`src/rtl/ccs_pkg.sv`:
```
package ccs_pkg;
  typedef enum logic [1:0] {
    TGT_NONE = 2'd0,
    TGT_OUT  = 2'd1,
    TGT_IN   = 2'd2
  } tgt_e;

  typedef enum logic [1:0] {
    PH_IDLE  = 2'd0,
    PH_SETUP = 2'd1,
    PH_HIGH  = 2'd2
  } phase_e;

  typedef struct packed {
    logic open_out;
    logic open_in;
    logic close;
    logic shift;
    logic bit_val;
  } bus_evt_t;

  localparam logic [7:0] DEF_OPEN_OUT_OFS = 8'h38;
  localparam logic [7:0] DEF_DATA_OFS     = 8'h2C;
  localparam logic [7:0] DEF_CLOSE_OFS    = 8'h28;
endpackage

```
`src/rtl/ccs_decode.sv`:
```
module ccs_decode
  import ccs_pkg::*;
#(
  parameter int ADDR_W = 8,
  parameter int DATA_W = 8,
  parameter logic [ADDR_W-1:0] OPEN_OUT_OFS = ADDR_W'(DEF_OPEN_OUT_OFS),
  parameter logic [ADDR_W-1:0] DATA_OFS     = ADDR_W'(DEF_DATA_OFS),
  parameter logic [ADDR_W-1:0] CLOSE_OFS    = ADDR_W'(DEF_CLOSE_OFS)
) (
  input  logic              fire,
  input  logic              is_write,
  input  logic [ADDR_W-1:0] addr,
  input  logic [DATA_W-1:0] wdata,
  output bus_evt_t          evt
);
  logic rd_fire, wr_fire;

  always_comb begin
    rd_fire      = fire && !is_write;
    wr_fire      = fire && is_write;
    evt.open_out = rd_fire && (addr == OPEN_OUT_OFS);
    evt.open_in  = rd_fire && (addr == DATA_OFS);
    evt.close    = rd_fire && (addr == CLOSE_OFS);
    evt.shift    = wr_fire && (addr == DATA_OFS);
    evt.bit_val  = wdata[DATA_W-1];
  end
endmodule

```
`src/rtl/ccs_frame_ctrl.sv`:
```
module ccs_frame_ctrl
  import ccs_pkg::*;
#(
  parameter int OUT_BITS = 16,
  parameter int IN_BITS  = 32
) (
  input  logic     clk,
  input  logic     rst_n,
  input  bus_evt_t evt,
  output logic     shift_go,
  output logic     sel_out_n,
  output logic     sel_in_n,
  output logic     frame_open,
  output logic     frame_err
);
  localparam int CNT_MAX = (OUT_BITS > IN_BITS) ? OUT_BITS : IN_BITS;
  localparam int CNT_W   = $clog2(CNT_MAX + 2);
  localparam logic [CNT_W-1:0] OUT_LEN = CNT_W'(OUT_BITS);
  localparam logic [CNT_W-1:0] IN_LEN  = CNT_W'(IN_BITS);
  localparam logic [CNT_W-1:0] SAT_VAL = CNT_W'(CNT_MAX + 1);

  tgt_e             tgt_q;
  logic [CNT_W-1:0] cnt_q;
  logic [CNT_W-1:0] want_len;

  always_comb begin
    frame_open = (tgt_q != TGT_NONE);
    shift_go   = evt.shift && frame_open;
    sel_out_n  = (tgt_q != TGT_OUT);
    sel_in_n   = (tgt_q != TGT_IN);
    want_len   = (tgt_q == TGT_OUT) ? OUT_LEN : IN_LEN;
  end

  always_ff @(posedge clk or negedge rst_n) begin
    if (!rst_n) begin
      tgt_q     <= TGT_NONE;
      cnt_q     <= '0;
      frame_err <= 1'b0;
    end else begin
      if (evt.open_out) begin
        tgt_q <= TGT_OUT;
        cnt_q <= '0;
      end else if (evt.open_in) begin
        tgt_q <= TGT_IN;
        cnt_q <= '0;
      end else if (evt.close) begin
        if (frame_open) frame_err <= (cnt_q != want_len);
        tgt_q <= TGT_NONE;
        cnt_q <= '0;
      end else if (shift_go && (cnt_q != SAT_VAL)) begin
        cnt_q <= cnt_q + 1'b1;
      end
    end
  end
endmodule

```
`src/rtl/ccs_bit_clocker.sv`:
```
module ccs_bit_clocker
  import ccs_pkg::*;
#(
  parameter int HALF_CYC = 2
) (
  input  logic clk,
  input  logic rst_n,
  input  logic go,
  input  logic bit_in,
  output logic ser_clk,
  output logic ser_data,
  output logic idle
);
  localparam int HW = (HALF_CYC > 1) ? $clog2(HALF_CYC) : 1;
  localparam logic [HW-1:0] LAST = HW'(HALF_CYC - 1);

  phase_e        ph_q;
  logic [HW-1:0] cnt_q;

  always_comb begin
    ser_clk = (ph_q == PH_HIGH);
    idle    = (ph_q == PH_IDLE);
  end

  always_ff @(posedge clk or negedge rst_n) begin
    if (!rst_n) begin
      ph_q     <= PH_IDLE;
      cnt_q    <= '0;
      ser_data <= 1'b0;
    end else begin
      unique case (ph_q)
        PH_IDLE: if (go) begin
          ser_data <= bit_in;
          cnt_q    <= '0;
          ph_q     <= PH_SETUP;
        end
        PH_SETUP: begin
          if (cnt_q == LAST) begin
            cnt_q <= '0;
            ph_q  <= PH_HIGH;
          end else begin
            cnt_q <= cnt_q + 1'b1;
          end
        end
        PH_HIGH: begin
          if (cnt_q == LAST) begin
            cnt_q <= '0;
            ph_q  <= PH_IDLE;
          end else begin
            cnt_q <= cnt_q + 1'b1;
          end
        end
        default: ph_q <= PH_IDLE;
      endcase
    end
  end
endmodule

```
`src/rtl/codec_cmd_shifter.sv`:
```
module codec_cmd_shifter
  import ccs_pkg::*;
#(
  parameter int ADDR_W   = 8,
  parameter int DATA_W   = 8,
  parameter int OUT_BITS = 16,
  parameter int IN_BITS  = 32,
  parameter int HALF_CYC = 2,
  parameter logic [ADDR_W-1:0] OPEN_OUT_OFS = ADDR_W'(DEF_OPEN_OUT_OFS),
  parameter logic [ADDR_W-1:0] DATA_OFS     = ADDR_W'(DEF_DATA_OFS),
  parameter logic [ADDR_W-1:0] CLOSE_OFS    = ADDR_W'(DEF_CLOSE_OFS)
) (
  input  logic              clk,
  input  logic              rst_n,
  input  logic              bus_valid,
  output logic              bus_ready,
  input  logic              bus_write,
  input  logic [ADDR_W-1:0] bus_addr,
  input  logic [DATA_W-1:0] bus_wdata,
  output logic              ser_clk,
  output logic              ser_data,
  output logic              sel_out_n,
  output logic              sel_in_n,
  output logic              busy,
  output logic              frame_err
);
  bus_evt_t evt;
  logic     fire, shift_go, frame_open, clk_idle;

  assign bus_ready = clk_idle;
  assign fire      = bus_valid && bus_ready;
  assign busy      = frame_open || !clk_idle;

  ccs_decode #(
    .ADDR_W(ADDR_W), .DATA_W(DATA_W),
    .OPEN_OUT_OFS(OPEN_OUT_OFS), .DATA_OFS(DATA_OFS), .CLOSE_OFS(CLOSE_OFS)
  ) u_dec (
    .fire(fire), .is_write(bus_write), .addr(bus_addr), .wdata(bus_wdata), .evt(evt)
  );

  ccs_frame_ctrl #(.OUT_BITS(OUT_BITS), .IN_BITS(IN_BITS)) u_frm (
    .clk(clk), .rst_n(rst_n), .evt(evt), .shift_go(shift_go),
    .sel_out_n(sel_out_n), .sel_in_n(sel_in_n),
    .frame_open(frame_open), .frame_err(frame_err)
  );

  ccs_bit_clocker #(.HALF_CYC(HALF_CYC)) u_clk (
    .clk(clk), .rst_n(rst_n), .go(shift_go), .bit_in(evt.bit_val),
    .ser_clk(ser_clk), .ser_data(ser_data), .idle(clk_idle)
  );
endmodule

```
`config.mk`:
```
export PLATFORM = sky130hd
export DESIGN_NAME = codec_cmd_shifter
export DESIGN_NICKNAME = d
export VERILOG_FILES = /design/src/rtl/ccs_pkg.sv /design/src/rtl/ccs_decode.sv /design/src/rtl/ccs_frame_ctrl.sv /design/src/rtl/ccs_bit_clocker.sv /design/src/rtl/codec_cmd_shifter.sv
export SDC_FILE = /design/constraint.sdc
export NUM_CORES = 1
export LEC_CHECK = 0
export ABC_AREA = 1
export BUFFER_PORTS_ARGS = -buffer_cell sky130_fd_sc_hd__buf_2
export CORE_MARGIN = 4
export CORE_UTILIZATION = 51
export CTS_CLUSTER_DIAMETER = 120
export DETAILED_ROUTE_END_ITERATION = 8
export GPL_TIMING_DRIVEN = 0
export PLACE_DENSITY = 0.78
export SLEW_MARGIN = 20
export SYNTH_ARGS = -nofsm -noshare
export SYNTH_HDL_FRONTEND = slang
export SYNTH_SLANG_ARGS = --single-unit
```
`constraint.sdc`:
```
create_clock -name clk -period 2.05 [get_ports clk]
set_input_delay 0.3075 -clock clk [delete_from_list [all_inputs] [get_ports clk]]
set_output_delay 0.3075 -clock clk [all_outputs]
set_load 0.1 [all_outputs]
```
==> metrics.txt <==
outcome=finished clean; P_int=roughly 500 uW; Port Buffers=19; Top-Level Pins=27; CP top delay family=buffers and inverters; YS warnings=0; Post-Synthesis Cell Area=955 sq um; Antenna Nets Post-Route=0; worst skew pair latency=about 0.27 ns; worst reg2reg path endpoint=u_frm.cnt_q[2]; CP Data Required Time=between 1.5 and 2 ns; CP max-delay cell=buf_2; synth top area cells=dfrtp_1 34%, nand2_1 15%, nor2_1 11%, ha_1 10%, inv_1 9.4%; Worst-path clk slew=about 0.070 ns; via count=909; Max-Cap Viols=0; first-pass GRT wire length=3.39 mm; Area growth, synth to finish=17.6%; fin crit share=0.868; Die H=roughly 51 microns; largest area contributor in the netlist=dfrtp_1; WP depth=3; FILL cells=170; element type at the critical path end=output port; cell area after layout=~1100 sq um; Die Width=~51 microns; setup bufs post-CTS=0; critical path endpoint=bus_ready; #FFs+latches synth=13; WL/cell=around 10 microns; final hold violations=0; Initial DRC Count=21; Synth top area share=0.341; TritonCTS clock tree=built; minimum clock period=between 1.5 and 2 ns; P_leak=roughly 0.62 nW; most frequent cells in the layout=37 x nand2_1, 28 x nor2_1, 24 x inv_1; switching fraction of total power=0.498; Synthesized Nets=~170; Antenna Cells=0; P per Cell Area=893 nW/um^2; WP data arrival=roughly 1.5 ns; Clock Tree Root=clkbuf_4; Slew Limit Fails=0; largest net degree at the start of global routing=14; Max H-tree Level=1; number of CTS-inserted buffers=3; worst setup path start=u_clk.ph_q[1]; register area share after synthesis=0.341; clock power share=0.150; worst vdd ir=a little under 0.8 mV; worst path cell trace=inv_1 -> ha_2 -> buf_2; Setup CP Type=flop to output port; core area=between 1500 and 2000 sq um; Seq pwr share=0.330; Routed WL=1.87 mm; Distinct cells, synth=15; Sink Count=13; final HPWL from detailed placement=roughly 1.6 mm; final setup violation count=0; Remaining DRCs=0; Critical Path Source Type=flop; layout cells sized above 1=0.194; FF-to-FF path depth=9; DRT Pass-1 Iters=4; buffer and inverter count on the worst path=2; fin nets=roughly 190; Cells after Synth=about 140; R2R Setup Slk=0.40 ns; # rows=15; total track usage=0.168; critical path peak fanout=4; gpl congestion=slightly below 0.8; Worst R2R Start=u_clk.ph_q[1]; commonest non-fill, non-tap cell in the layout=nand2_1; Max clock buf depth=2; placed cell area=1090 sq um; effective utilization at floorplan=0.547; Worst Max-Slew Pin Slew=about 0.49 ns; FMAX=approximately 560 MHz; combinational power share=0.520; grt ovf=0; Slew Limit Headroom=0.678; mean post-synth cell area=6.77 sq um; Die ar.=2630 sq um; initial antenna violation count=0; RSZ-0062 raised after global routing=no; switching power=499 uW; Via density=~4.8; CP peak stage delay=0.44 ns; Worst Hold Class=input port to flop; Setup TNS=0 ns; vias in the first global route=roughly 850; Final Skew=between 0.008 and 0.009 ns
kinds of logic after synthesis:
family / after synthesis / synth area share
AND/OR/NAND/NOR: 90 / 0.429
buffers and inverters: 24 / 0.0944
flip-flops: 13 / 0.341
adder cells (fa/ha/maj): 8 / 0.105
AO/OA/AOI/OAI: 6 / 0.0314
per-stage QoR:
stage | hold slack, ns | utilization | worst slack [ns] | total power [mW] | instances
6_report | 0.234 | 0.643 | 0.271 | 1.00 | 190
5_1_grt | 0.259 | 0.643 | 0.195 | 1.10 | 190
4_1_cts | 0.225 | 0.643 | 0.252 | 1.01 | 190
3_5_place_dp | 0.204 | 0.622 | 0.418 | 0.860 | 185
3_3_place_gp | 0.205 | 0.622 | 0.474 | 0.838 | 185
2_1_floorplan | 0.0119 | - | 0.142 | 0.767 | 141
tightest hold or removal path: cells and delay by family:
family / cells / cell delay [ns]
buffers and inverters: 1 / 0.08
AND/OR/NAND/NOR: 2 / 0.08
sequential cells by signal, summed over array words and instances, names as in the netlist:
name	cells
u_frm.cnt_q	6
u_clk.ph_q	2
u_frm.tgt_q	2
u_clk.cnt_q	1
u_clk.ser_data	1
u_frm.frame_err	1
worst min path at each step:
stage	slack, ns	start	cells past startpoint	endpoint
2_1_floorplan	0.01	rst_n	0	u_clk.cnt_q
3_3_place_gp	0.21	rst_n	1	u_frm.frame_err
3_5_place_dp	0.20	rst_n	1	u_frm.frame_err
4_1_cts	0.23	bus_wdata[7]	3	u_clk.ser_data
5_1_grt	0.26	bus_wdata[7]	3	u_clk.ser_data
6_report	0.23	bus_wdata[7]	3	u_clk.ser_data
cell type report:
| class | count | area, sq um | share of cell area |
|---|---|---|---|
| Multi-Input combinational cell | 104 | 544 | 0.485 |
| Sequential cell | 13 | 325 | 0.290 |
| Timing Repair Buffer | 20 | 105 | 0.0936 |
| Inverter | 24 | 90.1 | 0.0803 |
| Tap cell | 25 | 31.3 | 0.0279 |
| Clock buffer | 4 | 26.3 | 0.0234 |
synth_stat cells:
cell type and number:
nand2_1 38, nor2_1 28, inv_1 24, dfrtp_1 13, nand3_1 11, ha_1 8
nand4_1 5, o21ai_0 5, nand2_2 2, nor2_2 2, a21oi_1 1, nand3_2 1
nand4_2 1, nor2_4 1, nor3_4 1
power groups by stage:
stage	clock network (mW)	logic [mW]	registers, mW
6_report	0.150	0.521	0.331
3_5_place_dp	0	0.523	0.336
4_1_cts	0.157	0.526	0.330
2_1_floorplan	0	0.427	0.341
3_3_place_gp	0	0.505	0.333
5_1_grt	0.175	0.583	0.339
metal layers:
metal	up-vias	routed length (microns)	global-route usage
met5	-	0	0
met4	0	12	0.0131
met3	2	82	0.0525
met2	17	947	0.313
met1	407	822	0.194
li1	483	-	-
timing repair:
action,CTS,global route
hold endpoints to repair,13,0
resized for setup,0,0
hold buffers,1,0
Note: power is estimated with default switching activity, not from simulation.
